===== src/rtl/ierr_pkg.sv =====
package ierr_pkg;

    localparam int NFUNC     = 3;
    localparam int FN_BRIDGE = 0;
    localparam int FN_NT     = 1;
    localparam int FN_DMA    = 2;

    // Per-function internal-error fields, bit 0 at the bottom
    typedef struct packed {
        logic hlo_mask;
        logic cie_mask;
        logic cie_sts;
        logic uie_sev;
        logic uie_mask;
        logic uie_sts;
    } ie_fields_t;

    localparam int FIELD_W = $bits(ie_fields_t);

    // Which functions exist for each port mode (bit = function index)
    function automatic logic [NFUNC-1:0] present_of(input logic [1:0] mode);
        logic [NFUNC-1:0] p;
        case (mode)
            2'd0:    p = 3'b001;
            2'd1:    p = 3'b101;
            2'd2:    p = 3'b110;
            default: p = 3'b111;
        endcase
        return p;
    endfunction

endpackage


===== src/rtl/ierr_src_log.sv =====
module ierr_src_log #(
    parameter int NUM_SRC = 20,
    parameter int DATA_W  = 16,
    parameter int WORDS   = 2
) (
    input  logic               clk,
    input  logic               rst_n,
    input  logic [NUM_SRC-1:0] err_pulse,
    input  logic [WORDS-1:0]   clr_word,
    input  logic [DATA_W-1:0]  wdata,
    output logic [NUM_SRC-1:0] sts
);

    typedef struct packed {
        logic [NUM_SRC-1:0] sts;
    } log_state_t;

    log_state_t state_d, state_q;

    always_comb begin
        state_d = state_q;
        for (int i = 0; i < NUM_SRC; i++) begin
            if (clr_word[i / DATA_W] && wdata[i % DATA_W]) begin
                state_d.sts[i] = 1'b0;
            end
            // a detection wins over a same-cycle clear
            if (err_pulse[i]) begin
                state_d.sts[i] = 1'b1;
            end
        end
    end

    always_ff @(posedge clk or negedge rst_n) begin
        if (!rst_n) begin
            state_q <= '0;
        end else begin
            state_q <= state_d;
        end
    end

    assign sts = state_q.sts;

endmodule


===== src/rtl/ierr_route.sv =====
module ierr_route
    import ierr_pkg::*;
#(
    parameter int               NUM_SRC     = 20,
    parameter logic [NUM_SRC-1:0] DMA_ONLY    = '0,
    parameter logic [NUM_SRC-1:0] BRIDGE_ONLY = '0,
    parameter logic [NUM_SRC-1:0] CORR_SRC    = '0
) (
    input  logic [NUM_SRC-1:0]            err_pulse,
    input  logic                          port_en,
    input  logic [NFUNC-1:0]              present,
    input  logic [NFUNC-1:0][NUM_SRC-1:0] mask,
    output logic [NFUNC-1:0]              hit_corr,
    output logic [NFUNC-1:0]              hit_unc
);

    localparam logic [NUM_SRC-1:0] SHARED = ~(DMA_ONLY | BRIDGE_ONLY);

    for (genvar f = 0; f < NFUNC; f++) begin : g_fn
        logic [NUM_SRC-1:0] reach;
        logic [NUM_SRC-1:0] eff;

        if (f == FN_DMA) begin : g_dma
            assign reach = SHARED | DMA_ONLY;
        end else if (f == FN_BRIDGE) begin : g_brg
            assign reach = SHARED | BRIDGE_ONLY;
        end else begin : g_other
            assign reach = SHARED;
        end

        assign eff         = err_pulse & reach & ~mask[f] & {NUM_SRC{port_en & present[f]}};
        assign hit_corr[f] = |(eff & CORR_SRC);
        assign hit_unc[f]  = |(eff & ~CORR_SRC);
    end

endmodule


===== src/rtl/ierr_func_aer.sv =====
module ierr_func_aer
    import ierr_pkg::*;
#(
    parameter int NUM_SRC    = 20,
    parameter int DATA_W     = 16,
    parameter int MASK_WORDS = 2,
    parameter int HDR_WORDS  = 4
) (
    input  logic                                 clk,
    input  logic                                 rst_n,
    input  logic                                 present,
    input  logic                                 port_en,
    input  logic                                 hit_corr,
    input  logic                                 hit_unc,
    input  logic [MASK_WORDS-1:0]                wr_mask,
    input  logic                                 wr_fields,
    input  logic [DATA_W-1:0]                    wdata,
    output logic [NUM_SRC-1:0]                   mask,
    output ie_fields_t                           fields,
    output logic                                 hdr_held,
    output logic [HDR_WORDS-1:0][DATA_W-1:0]     hdr
);

    typedef struct packed {
        logic [NUM_SRC-1:0]               mask;
        ie_fields_t                       fld;
        logic                             held;
        logic [HDR_WORDS-1:0][DATA_W-1:0] hdr;
    } fn_state_t;

    fn_state_t state_d, state_q;

    always_comb begin
        state_d = state_q;

        // source mask words stay writable at all times
        for (int i = 0; i < NUM_SRC; i++) begin
            if (wr_mask[i / DATA_W]) begin
                state_d.mask[i] = wdata[i % DATA_W];
            end
        end

        // internal-error fields are frozen while the port enable is clear
        if (wr_fields && port_en) begin
            if (wdata[0]) state_d.fld.uie_sts = 1'b0;
            if (wdata[3]) state_d.fld.cie_sts = 1'b0;
            state_d.fld.uie_mask = wdata[1];
            state_d.fld.uie_sev  = wdata[2];
            state_d.fld.cie_mask = wdata[4];
            state_d.fld.hlo_mask = wdata[5];
        end

        if (hit_corr) begin
            state_d.fld.cie_sts = 1'b1;
        end

        if (hit_unc) begin
            state_d.fld.uie_sts = 1'b1;
            if (!state_q.fld.uie_mask && !state_q.held) begin
                state_d.held = 1'b1;
                state_d.hdr  = '1;
            end
        end

        // releasing the status frees the first-error pointer and its log
        if (state_q.held && !state_d.fld.uie_sts) begin
            state_d.held = 1'b0;
            state_d.hdr  = '0;
        end

        if (!present) begin
            state_d = '0;
        end
    end

    always_ff @(posedge clk or negedge rst_n) begin
        if (!rst_n) begin
            state_q <= '0;
        end else begin
            state_q <= state_d;
        end
    end

    assign mask     = state_q.mask;
    assign fields   = state_q.fld;
    assign hdr_held = state_q.held;
    assign hdr      = state_q.hdr;

endmodule


===== src/rtl/ierr_router.sv =====
module ierr_router
    import ierr_pkg::*;
#(
    parameter int                 NUM_SRC     = 20,
    parameter int                 DATA_W      = 16,
    parameter int                 ADDR_W      = 5,
    parameter int                 HDR_WORDS   = 4,
    parameter logic [NUM_SRC-1:0] DMA_ONLY    = 20'h00FF0,
    parameter logic [NUM_SRC-1:0] BRIDGE_ONLY = 20'h03000,
    parameter logic [NUM_SRC-1:0] CORR_SRC    = 20'h06282
) (
    input  logic               clk,
    input  logic               rst_n,
    input  logic [1:0]         port_mode,
    input  logic [NUM_SRC-1:0] err_pulse,
    input  logic [ADDR_W-1:0]  reg_addr,
    input  logic               reg_wr,
    input  logic [DATA_W-1:0]  reg_wdata,
    output logic [DATA_W-1:0]  reg_rdata,
    output logic [NFUNC-1:0]   fn_corr_sts,
    output logic [NFUNC-1:0]   fn_uncorr_sts,
    output logic [NFUNC-1:0]   fn_hdr_held
);

    localparam int SRC_WORDS = (NUM_SRC + DATA_W - 1) / DATA_W;
    localparam int A_CTRL    = 0;
    localparam int A_SRC     = 1;
    localparam int FN_BASE   = 8;
    localparam int FN_STRIDE = 8;
    localparam int OFS_FLD   = 2;
    localparam int OFS_HDR   = 4;

    typedef struct packed {
        logic en;
    } top_state_t;

    top_state_t state_d, state_q;

    logic [NFUNC-1:0]                            present;
    logic [SRC_WORDS-1:0]                        src_clr;
    logic [NUM_SRC-1:0]                          src_sts;
    logic [NFUNC-1:0][NUM_SRC-1:0]               fn_mask;
    ie_fields_t                                  fn_fld   [NFUNC];
    logic [NFUNC-1:0][HDR_WORDS-1:0][DATA_W-1:0] fn_hdr;
    logic [NFUNC-1:0]                            hit_corr;
    logic [NFUNC-1:0]                            hit_unc;
    logic                                        port_en_q;

    assign present   = present_of(port_mode);
    assign port_en_q = state_q.en;

    // port enable register
    always_comb begin
        state_d = state_q;
        if (reg_wr && reg_addr == ADDR_W'(A_CTRL)) begin
            state_d.en = reg_wdata[0];
        end
    end

    always_ff @(posedge clk or negedge rst_n) begin
        if (!rst_n) begin
            state_q <= '{en: 1'b1};
        end else begin
            state_q <= state_d;
        end
    end

    for (genvar w = 0; w < SRC_WORDS; w++) begin : g_src_dec
        assign src_clr[w] = reg_wr && (reg_addr == ADDR_W'(A_SRC + w));
    end

    ierr_src_log #(
        .NUM_SRC (NUM_SRC),
        .DATA_W  (DATA_W),
        .WORDS   (SRC_WORDS)
    ) u_log (
        .clk       (clk),
        .rst_n     (rst_n),
        .err_pulse (err_pulse),
        .clr_word  (src_clr),
        .wdata     (reg_wdata),
        .sts       (src_sts)
    );

    ierr_route #(
        .NUM_SRC     (NUM_SRC),
        .DMA_ONLY    (DMA_ONLY),
        .BRIDGE_ONLY (BRIDGE_ONLY),
        .CORR_SRC    (CORR_SRC)
    ) u_route (
        .err_pulse (err_pulse),
        .port_en   (state_q.en),
        .present   (present),
        .mask      (fn_mask),
        .hit_corr  (hit_corr),
        .hit_unc   (hit_unc)
    );

    for (genvar f = 0; f < NFUNC; f++) begin : g_fn
        logic [SRC_WORDS-1:0] wr_mask;
        logic                 wr_fld;

        for (genvar w = 0; w < SRC_WORDS; w++) begin : g_mdec
            assign wr_mask[w] = reg_wr && (reg_addr == ADDR_W'(FN_BASE + f * FN_STRIDE + w));
        end
        assign wr_fld = reg_wr && (reg_addr == ADDR_W'(FN_BASE + f * FN_STRIDE + OFS_FLD));

        ierr_func_aer #(
            .NUM_SRC    (NUM_SRC),
            .DATA_W     (DATA_W),
            .MASK_WORDS (SRC_WORDS),
            .HDR_WORDS  (HDR_WORDS)
        ) u_fn (
            .clk       (clk),
            .rst_n     (rst_n),
            .present   (present[f]),
            .port_en   (state_q.en),
            .hit_corr  (hit_corr[f]),
            .hit_unc   (hit_unc[f]),
            .wr_mask   (wr_mask),
            .wr_fields (wr_fld),
            .wdata     (reg_wdata),
            .mask      (fn_mask[f]),
            .fields    (fn_fld[f]),
            .hdr_held  (fn_hdr_held[f]),
            .hdr       (fn_hdr[f])
        );

        assign fn_corr_sts[f]   = fn_fld[f].cie_sts;
        assign fn_uncorr_sts[f] = fn_fld[f].uie_sts;
    end

    // register read mux
    always_comb begin
        reg_rdata = '0;
        if (reg_addr == ADDR_W'(A_CTRL)) begin
            reg_rdata[0] = state_q.en;
        end
        for (int w = 0; w < SRC_WORDS; w++) begin
            if (reg_addr == ADDR_W'(A_SRC + w)) begin
                for (int b = 0; b < DATA_W; b++) begin
                    if (w * DATA_W + b < NUM_SRC) reg_rdata[b] = src_sts[w * DATA_W + b];
                end
            end
        end
        for (int f = 0; f < NFUNC; f++) begin
            for (int w = 0; w < SRC_WORDS; w++) begin
                if (reg_addr == ADDR_W'(FN_BASE + f * FN_STRIDE + w)) begin
                    for (int b = 0; b < DATA_W; b++) begin
                        if (w * DATA_W + b < NUM_SRC) reg_rdata[b] = fn_mask[f][w * DATA_W + b];
                    end
                end
            end
            if (reg_addr == ADDR_W'(FN_BASE + f * FN_STRIDE + OFS_FLD)) begin
                reg_rdata[FIELD_W-1:0] = fn_fld[f];
            end
            for (int k = 0; k < HDR_WORDS; k++) begin
                if (reg_addr == ADDR_W'(FN_BASE + f * FN_STRIDE + OFS_HDR + k)) begin
                    reg_rdata = fn_hdr[f][k];
                end
            end
        end
    end

endmodule



===== config.mk =====
export PLATFORM = sky130hd
export DESIGN_NAME = ierr_router
export DESIGN_NICKNAME = d
export VERILOG_FILES = /design/src/rtl/ierr_pkg.sv /design/src/rtl/ierr_src_log.sv /design/src/rtl/ierr_route.sv /design/src/rtl/ierr_func_aer.sv /design/src/rtl/ierr_router.sv
export SDC_FILE = /design/constraint.sdc
export NUM_CORES = 1
export LEC_CHECK = 0
export BUFFER_PORTS_ARGS = -buffer_cell sky130_fd_sc_hd__clkbuf_2
export CAP_MARGIN = 20
export CORE_UTILIZATION = 53
export DETAILED_ROUTE_END_ITERATION = 10
export PLACE_DENSITY = 0.78
export SKIP_CTS_REPAIR_TIMING = 1
export SYNTH_ARGS = -nofsm -noshare
export SYNTH_HDL_FRONTEND = slang
export SYNTH_SLANG_ARGS = --single-unit

===== constraint.sdc =====
create_clock -name clk -period 2.2 [get_ports clk]
set_input_delay 0.44 -clock clk [delete_from_list [all_inputs] [get_ports clk]]
set_output_delay 0.44 -clock clk [all_outputs]
set_load 0.01 [all_outputs]

## Yosys cells after proc, flatten, opt, wreduce, memory -nomap -nowiden

Index checks and enable logic that the tools add are counted.

| word-level totals | value |
|---|---|
| flip-flop bits (word level) | 294 |
| word-level logic and storage cells | 349 |
| output and inout port bits | 25 |

| cells by class | value |
|---|---|
| reductions and logical operators | 84 |
| equal/unequal tests | 46 |
| bitwise gates (word level) | 12 |
| mux-type cells | 147 |

Operators by type and width:

| cell | number |
|---|---|
| $mux W65 | 6 |
| $mux W91 | 3 |
| $mux W16 | 16 |
| $mux W66 | 3 |
| $and A20 B20 Y20 | 6 |
| $mux W1 | 108 |
| $eq A5 B5 Y1 const B | 14 |
| $not A20 Y20 | 3 |
| $reduce_or A15 Y1 | 3 |
| $logic_and A1 B1 Y1 | 41 |
| $reduce_bool A2 Y1 | 20 |
| $mux W6 | 6 |
| $eq A5 B4 Y1 const B | 7 |
| $ne A3 B1 Y1 const B | 9 |
| $ne A2 B1 Y1 const B | 9 |
| $mux W4 | 4 |
| $reduce_or A5 Y1 | 3 |
| $reduce_and A2 Y1 | 6 |
| $logic_not A1 Y1 | 9 |
| $ne A3 B2 Y1 const B | 3 |
| $pmux W3 S3 | 1 |
| $eq A5 B1 Y1 const B | 1 |
| $eq A5 B2 Y1 const B | 1 |
| $logic_not A5 Y1 | 1 |
| other kinds (4) | 6 |

## Depth between registers and ports, before layout

| depth | value |
|---|---|
| word-level depth | 25 |
| depth in mapped cells | 8 |

## Hierarchy

From an unflattened synthesis, not the netlist that was laid out.

| unflattened totals | value |
|---|---|
| cell total of the unflattened synthesis | 1108 |
| area, all modules | 8959.8 µm² |

By module, submodules not included:

| module | instances | area each (µm²) | cells an instance |
|---|---|---|---|
| ierr_func_aer | 3 | 1630.3 | 160 |
| ierr_router | 1 | 3035.4 | 511 |
| ierr_src_log | 1 | 757.0 | 62 |
| ierr_route | 1 | 276.5 | 55 |

## Worst setup path before layout

OpenSTA, ideal clock, no wires.

| timing path | value |
|---|---|
| path kind | input to output |
| from | input port reg_addr[4] |
| to | output port reg_rdata[5] |
| slack | -0.023 ns |
| cell stages on the path | 6 |
| path buffers | 2 |
| arrival time | 1.783 ns |
| path through | buf_4 > or3b_1 > buf_2 > or3_1 > a221oi_1 > o211ai_1 |

| between the ends | value |
|---|---|
| longest elaborated chain between the ends | 20 |

Ends and longest elaborated chain:

| what | line | source |
|---|---|---|
| start: declaration | ierr_router.sv:16 | `input logic [ADDR_W-1:0] reg_addr,` |
| $eq A5 B1 Y1 | ierr_router.sv:140 | `if (reg_addr == ADDR_W'(A_SRC + w)) begin` |
| $mux W16 | ierr_router.sv:140 |  |
| $mux W16 | ierr_router.sv:148 | `if (reg_addr == ADDR_W'(FN_BASE + f * FN_STRIDE + w)) begin` |
| $mux W6 | ierr_router.sv:154 | `if (reg_addr == ADDR_W'(FN_BASE + f * FN_STRIDE + OFS_FLD)) begin` |
| $mux W16 (4 in a row) | ierr_router.sv:158 | `if (reg_addr == ADDR_W'(FN_BASE + f * FN_STRIDE + OFS_HDR + k)) begin` |
| $mux W16 | ierr_router.sv:148 |  |
| $mux W6 | ierr_router.sv:154 |  |
| $mux W16 (4 in a row) | ierr_router.sv:158 |  |
| $mux W16 | ierr_router.sv:148 |  |
| $mux W6 | ierr_router.sv:154 |  |
| $mux W16 (3 in a row) | ierr_router.sv:158 |  |
| $mux W16 * | ierr_router.sv:158 |  |
| end: declaration | ierr_router.sv:19 | `output logic [DATA_W-1:0] reg_rdata,` |

Mark *: on every way between the ends. The rest lies on a longest branch, timed or not.

==> impl_metrics.py <==
metrics = {
    "synthesis": {
        "ys.flop_type": "dfrtp_1",
        "synth_nets": 767,
        "yosysSeqAreaShare": 0.428,
        "syn-instance-count": 721,
        "synthArstFlopShare": 1.00,
        "synth.distinct_cells": 63,
        "synth_edf_count": 0,
        "syn_area_per_cell_sq_um": 8.28,
        "syn_area_sq_mm": 0.00597,
        "synth_top_cell_by_area": "dfrtp_1",
        "synth_top_cell_area_share": 0.423,
        "synth_seq_cells": 102,
        "yosys_warnings": 0,
        "yosys-top-cells-area": "dfrtp_1 42%, nand2_1 8.5%, o21ai_0 5.4%, a21oi_1 5.0%, mux2i_1 2.7%",
    },
    "drt": {
        "wire_per_inst_um": 21.9,
        "wl_mm": 21.5,
        "viasPerCell": 6.27,
        "ant_nets": 0,
        "drtIter0Drc": 523,
        "drc": 0,
        "vias": 6165,
        "dr.pass1.iters": 5,
    },
    "finish": {
        "final-seq-area_sq_mm": 0.00255,
        "fin_cells": 983,
        "fillerInstances": 916,
        "final_cell_mix": "135 x nand2_1, 101 x dfrtp_1, 96 x buf_4, 52 x clkbuf_2, 50 x a21oi_1",
        "final_nets": 884,
        "area_growth_pct": 25.3,
        "multi_input_area_sq_mm": 0.00323,
        "final_util": 0.687,
        "final_common_cell": "nand2_1",
        "antennaDiodeCount": 0,
        "drive_above_1_share": 0.292,
    },
    "timing": {
        "finClkSkew_ns": 0.00603,
        "hold_viol": 6,
        "report.final.slew_viol_count": 0,
        "tightest_slew_ns": 0.581,
        "finalCritPeriodShare": 1.16,
        "rsz0062_at_grt": "true",
        "worst_slack_ns": -0.362,
        "setup_viol": 16,
        "max_freq_mhz": 390,
        "timing.setup.tns_ns": -3.74,
        "timing.hold.ws_ns": -0.00531,
        "slew_headroom": 0.608,
        "fin_crit_ns": 2.56,
    },
    "placed_design": {
        "hpwlAfterDp_mm": 16.2,
        "gp_congestion": 0.976,
        "post-place-ws_ns": -0.314,
        "portBuffers": 70,
        "dp_cells": 956,
    },
    "worst_setup_path": {
        "worstPathCellList": "and3b_2 > o21a_1 > buf_12 > a222oi_1 > o21ai_1 > clkbuf_2",
        "crit_buf_inv": 2,
        "worstPathArrival_ns": 2.12,
        "critPathCaptureType": "output pin",
        "cp_top_family": "compound AO/OA/AOI/OAI gates",
        "path_max_fanout": 4,
        "crit_required_ns": 1.76,
        "cp-start-kind": "register",
        "critPathKind": "reg -> out",
        "worst_path_largest_cell_delay_ns": 0.43,
        "reg2reg_depth": 4,
        "path_depth": 6,
        "crit_slowest_cell": "dfrtp_1",
    },
    "floorplan": {
        "dieWidth_um": 108,
        "die_h_um": 108,
        "row_count": 38,
        "start_util": 0.548,
        "ioPinCount": 71,
        "die_area_sq_mm": 0.0117,
        "core_area_sq_mm": 0.0109,
    },
    "power": {
        "clkPwrFrac": 0.307,
        "p_leak_nw": 3.29,
        "p_int_w": 0.00276,
        "ir_worst_vdd_v": 0.000635,
        "power_density_mw_per_mm2": 558,
        "swShare": 0.338,
        "p_switching_w": 0.00141,
        "p_seq_frac": 0.481,
        "combPwrFrac": 0.213,
    },
    "global_routing": {
        "grt_start_max_net_pins": 42,
        "gr-total-overflow": 0,
        "grt_pass1_wl_mm": 32.7,
        "antenna_found_initial": 0,
        "grt_pass1_vias": 5981,
        "grt_usage": 0.380,
    },
    "worst_hold_path": {
        "hp-class": "in -> async",
    },
    "clock_network": {
        "numClockSinks": 102,
        "h-tree-depth": 3,
        "cts_buffer_depth": 2,
        "clock-root-buffer": "clkbuf_8",
        "numCtsBuffers": 9,
        "clk_latency_ns": 0.40,
        "tritoncts": "built",
        "clk_pin_slew_ns": 0.12,
    },
    "status": {
        "violations": "negative hold slack, negative setup slack",
        "status": "finished with violations",
    },
    "job": {
        "drv_cap": 0,
    },
}
[through the flow]
step                      power [W]  instance area, sq um  hold slack, ns
after floorplan             0.00245                  5980           0.144
after global routing        0.00432                  7480          0.0215
final                       0.00417                  7480        -0.00531
after detailed placement    0.00284                  6900           0.445
after CTS                   0.00410                  7110         0.00356
after global placement      0.00283                  6900           0.429
[cell usage after synthesis, types with 2 or more instances]
| library cell | n |
|---|---|
| o311ai_0 | 3 |
| o31ai_1 | 4 |
| nor2_2 | 4 |
| o221a_2 | 2 |
| a21o_1 | 16 |
| nand2b_1 | 15 |
| inv_1 | 20 |
| nand3_1 | 27 |
| a21boi_1 | 9 |
| o311ai_1 | 2 |
| a22oi_1 | 15 |
| mux2i_1 | 16 |
| o221ai_1 | 5 |
| clkbuf_1 | 27 |
| o21a_1 | 4 |
| or2_2 | 3 |
| nor2b_1 | 22 |
| o21ai_0 | 64 |
| a21boi_0 | 11 |
| nor2_1 | 41 |
| buf_2 | 24 |
| buf_4 | 12 |
| a221oi_1 | 4 |
| o22ai_1 | 18 |
| mux2_2 | 3 |
| a21oi_1 | 60 |
| o2111a_1 | 2 |
| and3b_1 | 5 |
| and3_1 | 2 |
| or3_1 | 4 |
| o211ai_1 | 2 |
| a211oi_1 | 2 |
| nand2_1 | 135 |
| nor3b_1 | 2 |
| nor3_4 | 3 |
| dfrtp_1 | 101 |
| buf_1 | 2 |
| nor3_1 | 4 |
| a311oi_1 | 2 |
[worst paths after layout]
check	from	to	slack [ns]
setup / recovery	g_fn[1].u_fn.hdr[14]	reg_rdata[4]	-0.36
hold / removal	rst_n	g_fn[0].u_fn.fields[2]	-0.005
hold reg to reg	u_log.sts[16]	u_log.sts[16]	0.48
max in group asynchronous	rst_n	g_fn[2].u_fn.mask[5]	1.52
setup reg to reg	port_en_q	g_fn[2].u_fn.hdr[14]	0.33
min in group clk	err_pulse[1]	u_log.sts[1]	0.23
[worst register-to-register path: cells and delay by family, from the launching register on]
| family | cells | cell delay [ns] |
|---|---|---|
| buf+inv | 1 | 0.19 |
| flops | 1 | 0.55 |
| simple gates | 1 | 0.24 |
| compound gates | 2 | 0.78 |
[kinds of logic (layout without fill, tap and decap cells)]
| group | Yosys count | after routing | share of synthesized area |
|---|---|---|---|
| muxes | 19 | 19 | 0.0325 |
| buffers and inverters | 86 | 208 | 0.0679 |
| and+or+nand+nor | 274 | 274 | 0.217 |
| AOI/OAI and AO/OA | 240 | 240 | 0.255 |
| DFF | 102 | 102 | 0.428 |
[final cells by class]
class,count,share of cell area
Tap cell,140,0.0234
Sequential cell,102,0.341
Clock buffer,9,0.0166
Inverter,20,0.0100
Timing Repair Buffer,172,0.165
Clock inverter,7,0.0117
Multi-Input combinational cell,533,0.432
[routing by layer]
layer  vias up  track usage  routed length, um  share of wire
li1       2751            -                  -              -
met1      3013        0.497               8710           0.40
met2       328        0.601              10000           0.47
met3        73       0.0633               1640          0.076
met4         0        0.205               1140          0.053
met5         -            0                  0              0
[registers in the layout, summed over array words and instances (netlist names)]
signal	flops
u_log.sts	20
g_fn.u_fn.fields	18
port_en_q	1
g_fn.u_fn.hdr	3
g_fn.u_fn.mask	60
[power groups by stage]
| stage | clock (W) | combinational, W | sequential (W) |
|---|---|---|---|
| 3_3_place_gp | 0 | 0.000793 | 0.00204 |
| 5_1_grt | 0.00136 | 0.000948 | 0.00201 |
| 2_1_floorplan | 0 | 0.000442 | 0.00201 |
| 6_report | 0.00128 | 0.000888 | 0.00201 |
| 4_1_cts | 0.00130 | 0.000804 | 0.00200 |
| 3_5_place_dp | 0 | 0.000800 | 0.00204 |
Note: power is estimated with default switching activity, not from simulation.
